--- config.mk ---
export PLATFORM = sky130hd
export DESIGN_NAME = ext_bus_area_ctrl
export DESIGN_NICKNAME = d
export VERILOG_FILES = /design/src/rtl/ebac_pkg.sv /design/src/rtl/ebac_cfg_regs.sv /design/src/rtl/ebac_area_decode.sv /design/src/rtl/ebac_seq.sv /design/src/rtl/ext_bus_area_ctrl.sv
export SDC_FILE = /design/constraint.sdc
export NUM_CORES = 1
export LEC_CHECK = 0
export BUFFER_PORTS_ARGS = -buffer_cell sky130_fd_sc_hd__buf_2
export CORE_AREA = 4 4 61 63
export CTS_BUF_LIST = sky130_fd_sc_hd__clkbuf_8
export CTS_CLUSTER_DIAMETER = 100
export CTS_CLUSTER_SIZE = 8
export DETAILED_ROUTE_END_ITERATION = 10
export DIE_AREA = 0 0 65 67
export PLACE_DENSITY = 0.82
export SLEW_MARGIN = 40
export SYNTH_ARGS = -nofsm -noshare
export SYNTH_HDL_FRONTEND = slang
export SYNTH_SLANG_ARGS = --single-unit
--- constraint.sdc ---
create_clock -name clk -period 2.8 [get_ports clk]
set_input_delay 0.42 -clock clk [delete_from_list [all_inputs] [get_ports clk]]
set_output_delay 0.42 -clock clk [all_outputs]
set_load 0.02 [all_outputs]
--- src/rtl/ebac_pkg.sv ---
package ebac_pkg;

    parameter int NUM_AREAS   = 8;
    parameter int AREA_W      = $clog2(NUM_AREAS);
    parameter int AREA_LSB    = 22;
    parameter int ADDR_W      = AREA_LSB + AREA_W;
    parameter int WAIT_W      = 2;
    parameter int SYNC_STAGES = 2;
    parameter int DRAM_SPAN   = 4;
    parameter logic [NUM_AREAS-1:0] LW_MASK = 8'b0100_0101;

    typedef logic [AREA_W-1:0] area_t;
    typedef logic [WAIT_W:0]   wcnt_t;

    localparam area_t DRAM_AREA = area_t'(1);
    localparam area_t DRAM_LAST = area_t'(1 + DRAM_SPAN - 1);

    typedef struct packed {
        logic              wide;
        logic [WAIT_W-1:0] lwait;
    } area_cfg_t;

    typedef enum logic {
        ST_IDLE = 1'b0,
        ST_BUS  = 1'b1
    } seq_state_e;

    function automatic logic has_long_wait(area_t a);
        return LW_MASK[a];
    endfunction

    function automatic wcnt_t wait_reload(area_t a, area_cfg_t c);
        if (has_long_wait(a))
            return wcnt_t'(c.lwait) + wcnt_t'(1);
        return '0;
    endfunction

endpackage

--- src/rtl/ebac_cfg_regs.sv ---
module ebac_cfg_regs
    import ebac_pkg::*;
(
    input  logic              clk,
    input  logic              rst,
    input  logic              we,
    input  area_t             wr_area,
    input  logic              wr_wide,
    input  logic [WAIT_W-1:0] wr_lwait,
    input  logic              wr_dram,
    output area_cfg_t         cfg_o [NUM_AREAS],
    output logic              dram_o
);

    for (genvar i = 0; i < NUM_AREAS; i++) begin : g_area
        logic hit;
        assign hit = we && (wr_area == area_t'(i));

        always_ff @(posedge clk) begin
            if (rst)      cfg_o[i].wide <= 1'b0;
            else if (hit) cfg_o[i].wide <= wr_wide;
        end

        if (LW_MASK[i]) begin : g_lw
            always_ff @(posedge clk) begin
                if (rst)      cfg_o[i].lwait <= '0;
                else if (hit) cfg_o[i].lwait <= wr_lwait;
            end
        end else begin : g_nolw
            assign cfg_o[i].lwait = '0;
        end
    end

    always_ff @(posedge clk) begin
        if (rst)                                dram_o <= 1'b0;
        else if (we && wr_area == DRAM_AREA)    dram_o <= wr_dram;
    end

endmodule

--- src/rtl/ebac_area_decode.sv ---
module ebac_area_decode
    import ebac_pkg::*;
(
    input  area_t field,
    input  logic  dram_span,
    output area_t area
);

    always_comb begin
        area = field;
        if (dram_span && field >= DRAM_AREA && field <= DRAM_LAST)
            area = DRAM_AREA;
    end

endmodule

--- src/rtl/ebac_seq.sv ---
module ebac_seq
    import ebac_pkg::*;
(
    input  logic                 clk,
    input  logic                 rst,
    input  logic                 req_valid,
    input  logic                 req_write,
    input  logic                 req_word,
    input  area_t                req_area,
    input  area_cfg_t            req_cfg,
    input  logic                 wait_s,
    output logic [NUM_AREAS-1:0] cs,
    output logic                 bus_wide,
    output logic                 bus_we,
    output logic                 half_hi,
    output logic                 ready
);

    seq_state_e state;
    area_t      area_q;
    logic       wide_q, we_q, split_q, first_q;
    wcnt_t      reload_q, wcnt;
    logic       cycle_end;

    assign cycle_end = (state == ST_BUS) && (wcnt == '0) && !wait_s;

    always_ff @(posedge clk) begin
        if (rst) begin
            state    <= ST_IDLE;
            area_q   <= '0;
            wide_q   <= 1'b0;
            we_q     <= 1'b0;
            split_q  <= 1'b0;
            first_q  <= 1'b0;
            reload_q <= '0;
            wcnt     <= '0;
        end else begin
            case (state)
                ST_IDLE: begin
                    if (req_valid) begin
                        state    <= ST_BUS;
                        area_q   <= req_area;
                        wide_q   <= req_cfg.wide;
                        we_q     <= req_write;
                        split_q  <= req_word && !req_cfg.wide;
                        first_q  <= 1'b1;
                        reload_q <= wait_reload(req_area, req_cfg);
                        wcnt     <= wait_reload(req_area, req_cfg);
                    end
                end
                ST_BUS: begin
                    if (wcnt != '0) begin
                        wcnt <= wcnt - wcnt_t'(1);
                    end else if (cycle_end) begin
                        if (split_q && first_q) begin
                            first_q <= 1'b0;
                            wcnt    <= reload_q;
                        end else begin
                            state <= ST_IDLE;
                        end
                    end
                end
                default: state <= ST_IDLE;
            endcase
        end
    end

    always_comb begin
        for (int i = 0; i < NUM_AREAS; i++)
            cs[i] = (state == ST_BUS) && (area_q == area_t'(i));
    end

    assign bus_wide = (state == ST_BUS) && wide_q;
    assign bus_we   = (state == ST_BUS) && we_q;
    assign half_hi  = (state == ST_BUS) && split_q && first_q;
    assign ready    = cycle_end && !(split_q && first_q);

endmodule

--- src/rtl/ext_bus_area_ctrl.sv ---
module ext_bus_area_ctrl
    import ebac_pkg::*;
(
    input  logic                 clk,
    input  logic                 rst,
    input  logic                 req_valid,
    input  logic [ADDR_W-1:0]    req_addr,
    input  logic                 req_write,
    input  logic                 req_word,
    input  logic                 cfg_we,
    input  logic [AREA_W-1:0]    cfg_area,
    input  logic                 cfg_wide,
    input  logic [WAIT_W-1:0]    cfg_lwait,
    input  logic                 cfg_dram,
    input  logic                 ext_wait,
    output logic [NUM_AREAS-1:0] cs,
    output logic                 bus_wide,
    output logic                 bus_we,
    output logic                 half_hi,
    output logic                 ready
);

    area_cfg_t              cfg_all [NUM_AREAS];
    logic                   dram_span;
    area_t                  area_sel;
    logic [SYNC_STAGES-1:0] wsync;
    logic                   unused_offset;

    assign unused_offset = ^req_addr[AREA_LSB-1:0];

    always_ff @(posedge clk) begin
        if (rst) wsync <= '0;
        else     wsync <= {wsync[SYNC_STAGES-2:0], ext_wait};
    end

    ebac_cfg_regs u_cfg (
        .clk      (clk),
        .rst      (rst),
        .we       (cfg_we),
        .wr_area  (cfg_area),
        .wr_wide  (cfg_wide),
        .wr_lwait (cfg_lwait),
        .wr_dram  (cfg_dram),
        .cfg_o    (cfg_all),
        .dram_o   (dram_span)
    );

    ebac_area_decode u_dec (
        .field     (req_addr[ADDR_W-1:AREA_LSB]),
        .dram_span (dram_span),
        .area      (area_sel)
    );

    ebac_seq u_seq (
        .clk       (clk),
        .rst       (rst),
        .req_valid (req_valid),
        .req_write (req_write),
        .req_word  (req_word),
        .req_area  (area_sel),
        .req_cfg   (cfg_all[area_sel]),
        .wait_s    (wsync[SYNC_STAGES-1]),
        .cs        (cs),
        .bus_wide  (bus_wide),
        .bus_we    (bus_we),
        .half_hi   (half_hi),
        .ready     (ready)
    );

endmodule

==> results of run 1 <==
## final cells by class
type | count | share of cell area
clock inverters | 1 | 0.001942
clock buffers | 7 | 0.04984
repair buffers | 28 | 0.07249
well taps | 46 | 0.02977
multi-input cells | 158 | 0.5113
flip-flops and latches | 31 | 0.3210
inverters | 7 | 0.01359
## cell usage in the layout, fill, tap and decap left out, types with 5 or more instances in the layout
cell / synthesis / layout
nand3b_1: 5 / 5
clkbuf_8: 0 / 7
a21oi_1: 15 / 15
nor2b_1: 8 / 8
nand2b_1: 6 / 6
inv_1: 7 / 8
buf_2: 4 / 28
o21ai_0: 5 / 5
nor2_1: 37 / 37
dfxtp_1: 31 / 31
mux2i_1: 14 / 14
nand2_1: 13 / 13
nor3_1: 6 / 6
## through the flow
stage                     hold WS (ns)  setup slack (ns)  instance area [um2]
after floorplan                 0.4138            0.9080                 1700
after global placement          0.4192            0.8732                 1833
after detailed placement        0.4282            0.8769                 1833
after CTS                       0.3778            0.5694                 1933
after global routing            0.3920            0.3451                 1933
final                           0.3833            0.5850                 1933
## power by group
part,leakage [nW],switching (mW),internal (mW),total [mW]
clock,0.0557,0.156,0.220,0.376
sequential,0.253,0.0254,0.465,0.490
combinational,0.493,0.112,0.0763,0.188
total,0.802,0.293,0.762,1.05
## metal layers
metal  GRT usage  wire, um
met1      0.2279      1617
met5           0         0
met3     0.04384       174
met4     0.07652        47
met2      0.3014      1693
## registers in the layout (all words and copies together) (netlist names)
register	count
u_seq.first_q	1
u_seq.split_q	1
u_seq.wcnt	3
u_seq.wide_q	1
u_cfg.cfg_o	14
u_seq.reload_q	3
u_seq.we_q	1
u_seq.state	1
wsync	2
u_cfg.dram_o	1
u_seq.area_q	3
## worst max-delay path: cells and delay by family (launching register included)
family	cells	cell delay [ns]
compound gates	1	0.24
fa+ha+maj	1	0.21
buf+inv	2	0.33
flops	1	0.33
simple gates	2	0.40
## worst max-delay path by stage
stage | from | end | slack, ns | cells after the start
after floorplan | u_seq.wcnt[0] | ready | 0.91 | 5
after global placement | req_addr[23] | u_seq.wcnt[1] | 0.87 | 8
after detailed placement | req_addr[23] | u_seq.wcnt[1] | 0.88 | 8
after CTS | u_seq.wcnt[0] | ready | 0.57 | 6
after global routing | u_seq.wcnt[0] | ready | 0.35 | 6
final | u_seq.wcnt[0] | ready | 0.58 | 6
## kinds of logic (layout without fill, tap and decap cells)
family	Yosys count	after routing	share of synthesized area
adder cells (fa/ha/maj)	3	3	0.02208
buffers and inverters	19	43	0.05372
AO/OA/AOI/OAI	43	43	0.1634
multiplexers	16	16	0.09566
AND/OR/NAND/NOR	95	95	0.2951
flip-flops	31	31	0.3650
XOR/XNOR	1	1	0.005152
==> out/results.tsv, run 1 <==
stage	metric	value	unit
outcome	status	finished, final reports clean	
cts	setup repair bufs after CTS	0	
timing	final hold viol count	0	
layout	layout cell share with drive strength beyond 1	0.1724	
global_routing	initial antenna violation count	0	
layout	n_diodes	0	
placement	DP HPWL	2.471	mm
timing	Fmax	0.4515	GHz
cts	H-tree depth	2	
cts	clock transition at the registers of the reported paths	0.06	ns
layout	fillcell total	301	
route	per-cell routed wire length	12.71	um
synth	count leader, synth	nor2_1	
timing	relative slew slack	0.6228	
layout	Nets	273	
worst_setup_path	crit start category	register	
floorplanning	Die ar.	4355	um2
route	DRT iter0 DRCs	105	
worst_setup_path	Slowest-stage cell, CP	dfxtp_1	
synth	number of synthesized register bits	31	
worst_setup_path	CP Data Required Time	2.38	ns
placement	Inst Count DP	270	
route	DRT antenna net count	0	
route	routed vias/inst	5.410	
floorplanning	Starting Density	0.5261	
worst_setup_path	CP arrival	1.80	ns
timing	unrepaired setup endpoints after global routing	no	
hold_path	hold endpoint	u_seq.we_q	
route	first-pass detailed-route iteration total	4	
cts	Max Buffers Root-to-Sink	2	
worst_setup_path	Crit. End Element	output port	
synth	asr flop ratio synth	0	
power	peak supply drop	0.3803	mV
synth	Post-synth top cells	nor2_1 (37), dfxtp_1 (31), a21oi_1 (15)	
layout	area delta synth->final	13.69	%
cts	CTS Sinks	31	
global_routing	largest net degree at the start of global routing	34	
synth	post-synthesis net count	250	
floorplanning	row cnt	21	
timing	Max Transition Viols Final	0	
cts	cts repair resizes	0	
timing	Worst Tran Pin Value	0.5658	ns
power	Pwr per Cell Area	545.5	nW/um2
power	Pwr Total	1.055	mW
worst_setup_path	reg2reg path depth	4	
synth	sequential element share of the synthesized area	0.3650	
layout	Multi-input gate area	988.4	um2
synth	Synth Warn #	0	
floorplanning	Die H	67	um
floorplanning	I/O pin cnt	51	
hold_path	Hold Crit Depth	3	
worst_setup_path	Reg2Reg Launch Point	u_seq.state	
placement	Final Wtd Congestion	0.7867	
layout	fin cells	278	
layout	fin util	0.5981	
timing	# setup viols final	0	
synth	Post-synth top flop	dfxtp_1	
route	drt total wl	3.534	mm
flow_run	max cap viols	0	
worst_setup_path	Cell Chain, Critical Path	inv_1 > ha_1 > nor2b_1 > nand2_1 > a211oi_1 > buf_2	
global_routing	aggregate global routing overflow	0	
route	vias	1504	
timing	Final Skew	0.004244	ns
layout	FF/Latch Area	620.6	um2
global_routing	vias in the first global route	1370	
cts	Hold-fix buffers, CTS	0	
cts	CTS tree	yes	
worst_setup_path	FF-to-FF setup slack	1.00	ns
timing	post-route clock period utilization	0.7911	
worst_setup_path	R2R Path End	u_seq.split_q	
floorplanning	Core ar.	3232	um2
cts	Clock Root Buffer	clkbuf_8	
synth	Yosys top cell by area	dfxtp_1	
worst_setup_path	Slowest Stage Delay on Critical Path	0.33	ns
power	leak pwr	0.8016	nW
global_routing	first-pass GRT wire length	6.147	mm
synth	post-synthesis instance total	208	
floorplanning	Die Wd	65	um
worst_setup_path	Max Fanout on Critical Path	5	
cts	clk_lat worst skew	0.28	ns
synth	count of cell types in the netlist	41	
global_routing	all-layer global routing usage	0.1831	
synth	Yosys top cell area share	0.3650	
cts	Num CTS Buffers	5	
timing	fin crit period	2.215	ns
synth	Post-synth EDFFs	0	
worst_setup_path	critical path type	reg2out	
hold_path	Hold WC Path Type	in2reg	
placement	I/O Buffers	28	
synth	Avg Cell Area, Syn	8.175	um2
synth	post-synthesis cell area	1700	um2
synth	synth top area cells	dfxtp_1 (36%), mux2i_1 (8.2%), nor2_1 (8.2%), a21oi_1 (4.4%), nor2b_1 (2.9%)	
timing	TNS Setup	0	ns
route	DRC viols	0	
hold_path	min-delay src	req_write	
(Power assumes the default switching activity.)
==> run 2, diff against run 1 <==
ABC_AREA = 1   (was unset)
CORE_AREA = 4 4 64 66   (was 4 4 61 63)
DIE_AREA = 0 0 68 70   (was 0 0 65 67)
PLACE_DENSITY = 0.75   (was 0.82)
clock period = 2 ns   (was 2.8 ns; I/O delays follow)
==> out/results.tsv, run 2 <==
stage	metric	value	unit
timing	final hold viol count	0	
route	DRC viols	0	
floorplanning	Core ar.	3578	um2
floorplanning	row cnt	22	
power	Pwr Total	1.465	mW
synth	Synth Warn #	0	
synth	Post-synth top flop	dfxtp_1	
floorplanning	Die Wd	68	um
layout	most frequent cells in the layout	nor2_1 (44), inv_1 (43), dfxtp_1 (31), buf_2 (28), o21ai_0 (27)	
global_routing	initial antenna violation count	0	
flow_run	max cap viols	0	
synth	post-synthesis cell area	1602	um2
layout	n_diodes	0	
timing	Final Skew	0.007435	ns
synth	count leader, synth	nor2_1	
hold_path	Hold WC Path Type	in2reg	
cts	clk_lat worst skew	0.28	ns
cts	Clock Root Buffer	clkbuf_8	
placement	I/O Buffers	28	
route	drt total wl	3.514	mm
placement	dpl cell area	1805	um2
power	Pwr per Cell Area	768.8	nW/um2
cts	Max Buffers Root-to-Sink	2	
synth	number of synthesized register bits	31	
synth	sequential element share of the synthesized area	0.3875	
cts	H-tree depth	2	
global_routing	first-pass GRT wire length	5.740	mm
global_routing	aggregate global routing overflow	0	
cts	setup repair bufs after CTS	0	
route	first-pass detailed-route iteration total	4	
global_routing	largest net degree at the start of global routing	24	
floorplanning	I/O pin cnt	51	
cts	CTS tree	yes	
timing	Worst Tran Pin Value	0.5862	ns
worst_setup_path	critical path type	reg2out	
timing	TNS Setup	0	ns
timing	fin crit period	1.824	ns
route	routed vias/inst	4.843	
synth	asr flop ratio synth	0	
layout	area delta synth->final	18.98	%
worst_setup_path	Max Fanout on Critical Path	3	
layout	most common cell after layout, fill and taps aside	nor2_1	
timing	Max Transition Viols Final	0	
outcome	status	finished, final reports clean	
layout	Nets	311	
cts	CTS Sinks	31	
worst_setup_path	crit start category	register	
floorplanning	Die ar.	4760	um2
global_routing	all-layer global routing usage	0.1581	
synth	synth top area cells	dfxtp_1 (39%), nor2_1 (10%), inv_1 (9.8%), o21ai_0 (8.4%), a21oi_1 (5.6%)	
route	DRT antenna net count	0	
power	leak pwr	0.9284	nW
synth	Post-synth top cells	nor2_1 (44), inv_1 (42), dfxtp_1 (31)	
route	vias	1540	
timing	Fmax	0.5483	GHz
layout	layout cell share with drive strength beyond 1	0.1926	
floorplanning	Starting Density	0.4476	
layout	Biggest register	u_cfg.cfg_o	
synth	post-synthesis instance total	236	
placement	Final Wtd Congestion	0.7902	
synth	count of cell types in the netlist	30	
worst_setup_path	CP arrival	1.52	ns
worst_setup_path	Crit. End Element	output port	
timing	unrepaired setup endpoints after global routing	no	
worst_setup_path	CP Data Required Time	1.70	ns
placement	DP HPWL	2.659	mm
route	per-cell routed wire length	11.05	um
power	peak supply drop	0.2651	mV
floorplanning	Die H	70	um
synth	Yosys top cell by area	dfxtp_1	
timing	post-route clock period utilization	0.9119	
cts	Hold-fix buffers, CTS	0	
synth	post-synthesis net count	278	
global_routing	vias in the first global route	1393	
synth	Post-synth EDFFs	0	
layout	post-route cell area	1906	um2
route	DRT iter0 DRCs	88	
synth	Avg Cell Area, Syn	6.786	um2
cts	cts repair resizes	0	
layout	max FFs per register	14	
timing	relative slew slack	0.6087	
cts	clock transition at the registers of the reported paths	0.06	ns
synth	Yosys top cell area share	0.3875	
timing	# setup viols final	0	
cts	Num CTS Buffers	5	
==> run 2: cell types whose count changed in the layout (fill, tap and decap cells not counted), sizes merged, moves of 4 or more <==
cell	delta
a21oi	+4
a311oi	-4
inv	+37
mux2i	-14
nand2	+14
nand2b	-6
nand3	+13
nand3b	-5
nor2	+8
nor2b	-8
nor3	-8
o211ai	-4
o21ai	+26
==> run 2: layout make-up <==
cell class,instances,area (um2)
sequential,31,620.6
tap,48,60.06
multi-input combinational,156,797.0
clock buffer,7,96.34
fill,347,1673
inverter,44,165.2
timing repair buffer,31,162.7
clock inverter,1,3.754
==> run 2: routing by layer <==
| layer | share of wire | vias up | global-route usage |
|---|---|---|---|
| li1 | - | 823 | - |
| met5 | 0 | - | 0 |
| met1 | 0.44 | 665 | 0.1830 |
| met4 | 0.037 | 0 | 0.1060 |
| met2 | 0.47 | 40 | 0.2548 |
| met3 | 0.045 | 12 | 0.03055 |
==> run 2: path summary, 6_finish.rpt <==
kind | startpoint | to | slack (ns) | cells past startpoint
worst max register to register | u_cfg.dram_o | u_seq.reload_q[1] | 0.35 | 9
worst min-delay path | ext_wait | wsync[0] | 0.22 | 3
worst min register to register | wsync[0] | wsync[1] | 0.40 | 2
worst max-delay path | u_seq.wcnt[0] | ready | 0.18 | 8
==> run 2: power by group <==
group | total [mW] | internal, mW | switching, mW
sequential | 0.678 | 0.657 | 0.0215
combinational | 0.257 | 0.0948 | 0.162
clock | 0.530 | 0.308 | 0.222
total | 1.46 | 1.06 | 0.405
==> run 2: cell families (layout without fill, tap and decap cells) <==
logic type                 Yosys count  in the layout  synth area share
and+or+nand+nor                     94             94            0.2633
AOI/OAI and AO/OA                   58             58            0.2055
buffers and inverters               49             83            0.1148
DFF                                 31             31            0.3875
adders and majority gates            3              3           0.02344
xor gates and xnor gates             1              1          0.005470
==> run 2: critical path: stages, from the launching register on <==
cell     delay [ns]
dfxtp_1        0.30
inv_1          0.10
ha_1           0.16
inv_1          0.03
nor2_1         0.13
inv_1          0.06
nor2_1         0.12
and3_1         0.19
buf_2          0.16
==> run 2: stage by stage <==
| step | hold WS, ns | setup slack (ns) | util | cells |
|---|---|---|---|---|
| 6_report | 0.2203 | 0.1762 | 0.5325 | 318 |
| 5_1_grt | 0.2271 | 0.06789 | 0.5325 | 318 |
| 4_1_cts | 0.2171 | 0.1580 | 0.5325 | 318 |
| 3_5_place_dp | 0.3920 | 0.07427 | 0.5045 | 310 |
| 3_3_place_gp | 0.3924 | 0.09664 | 0.5045 | 310 |
| 2_1_floorplan | 0.3883 | 0.2708 | - | 236 |
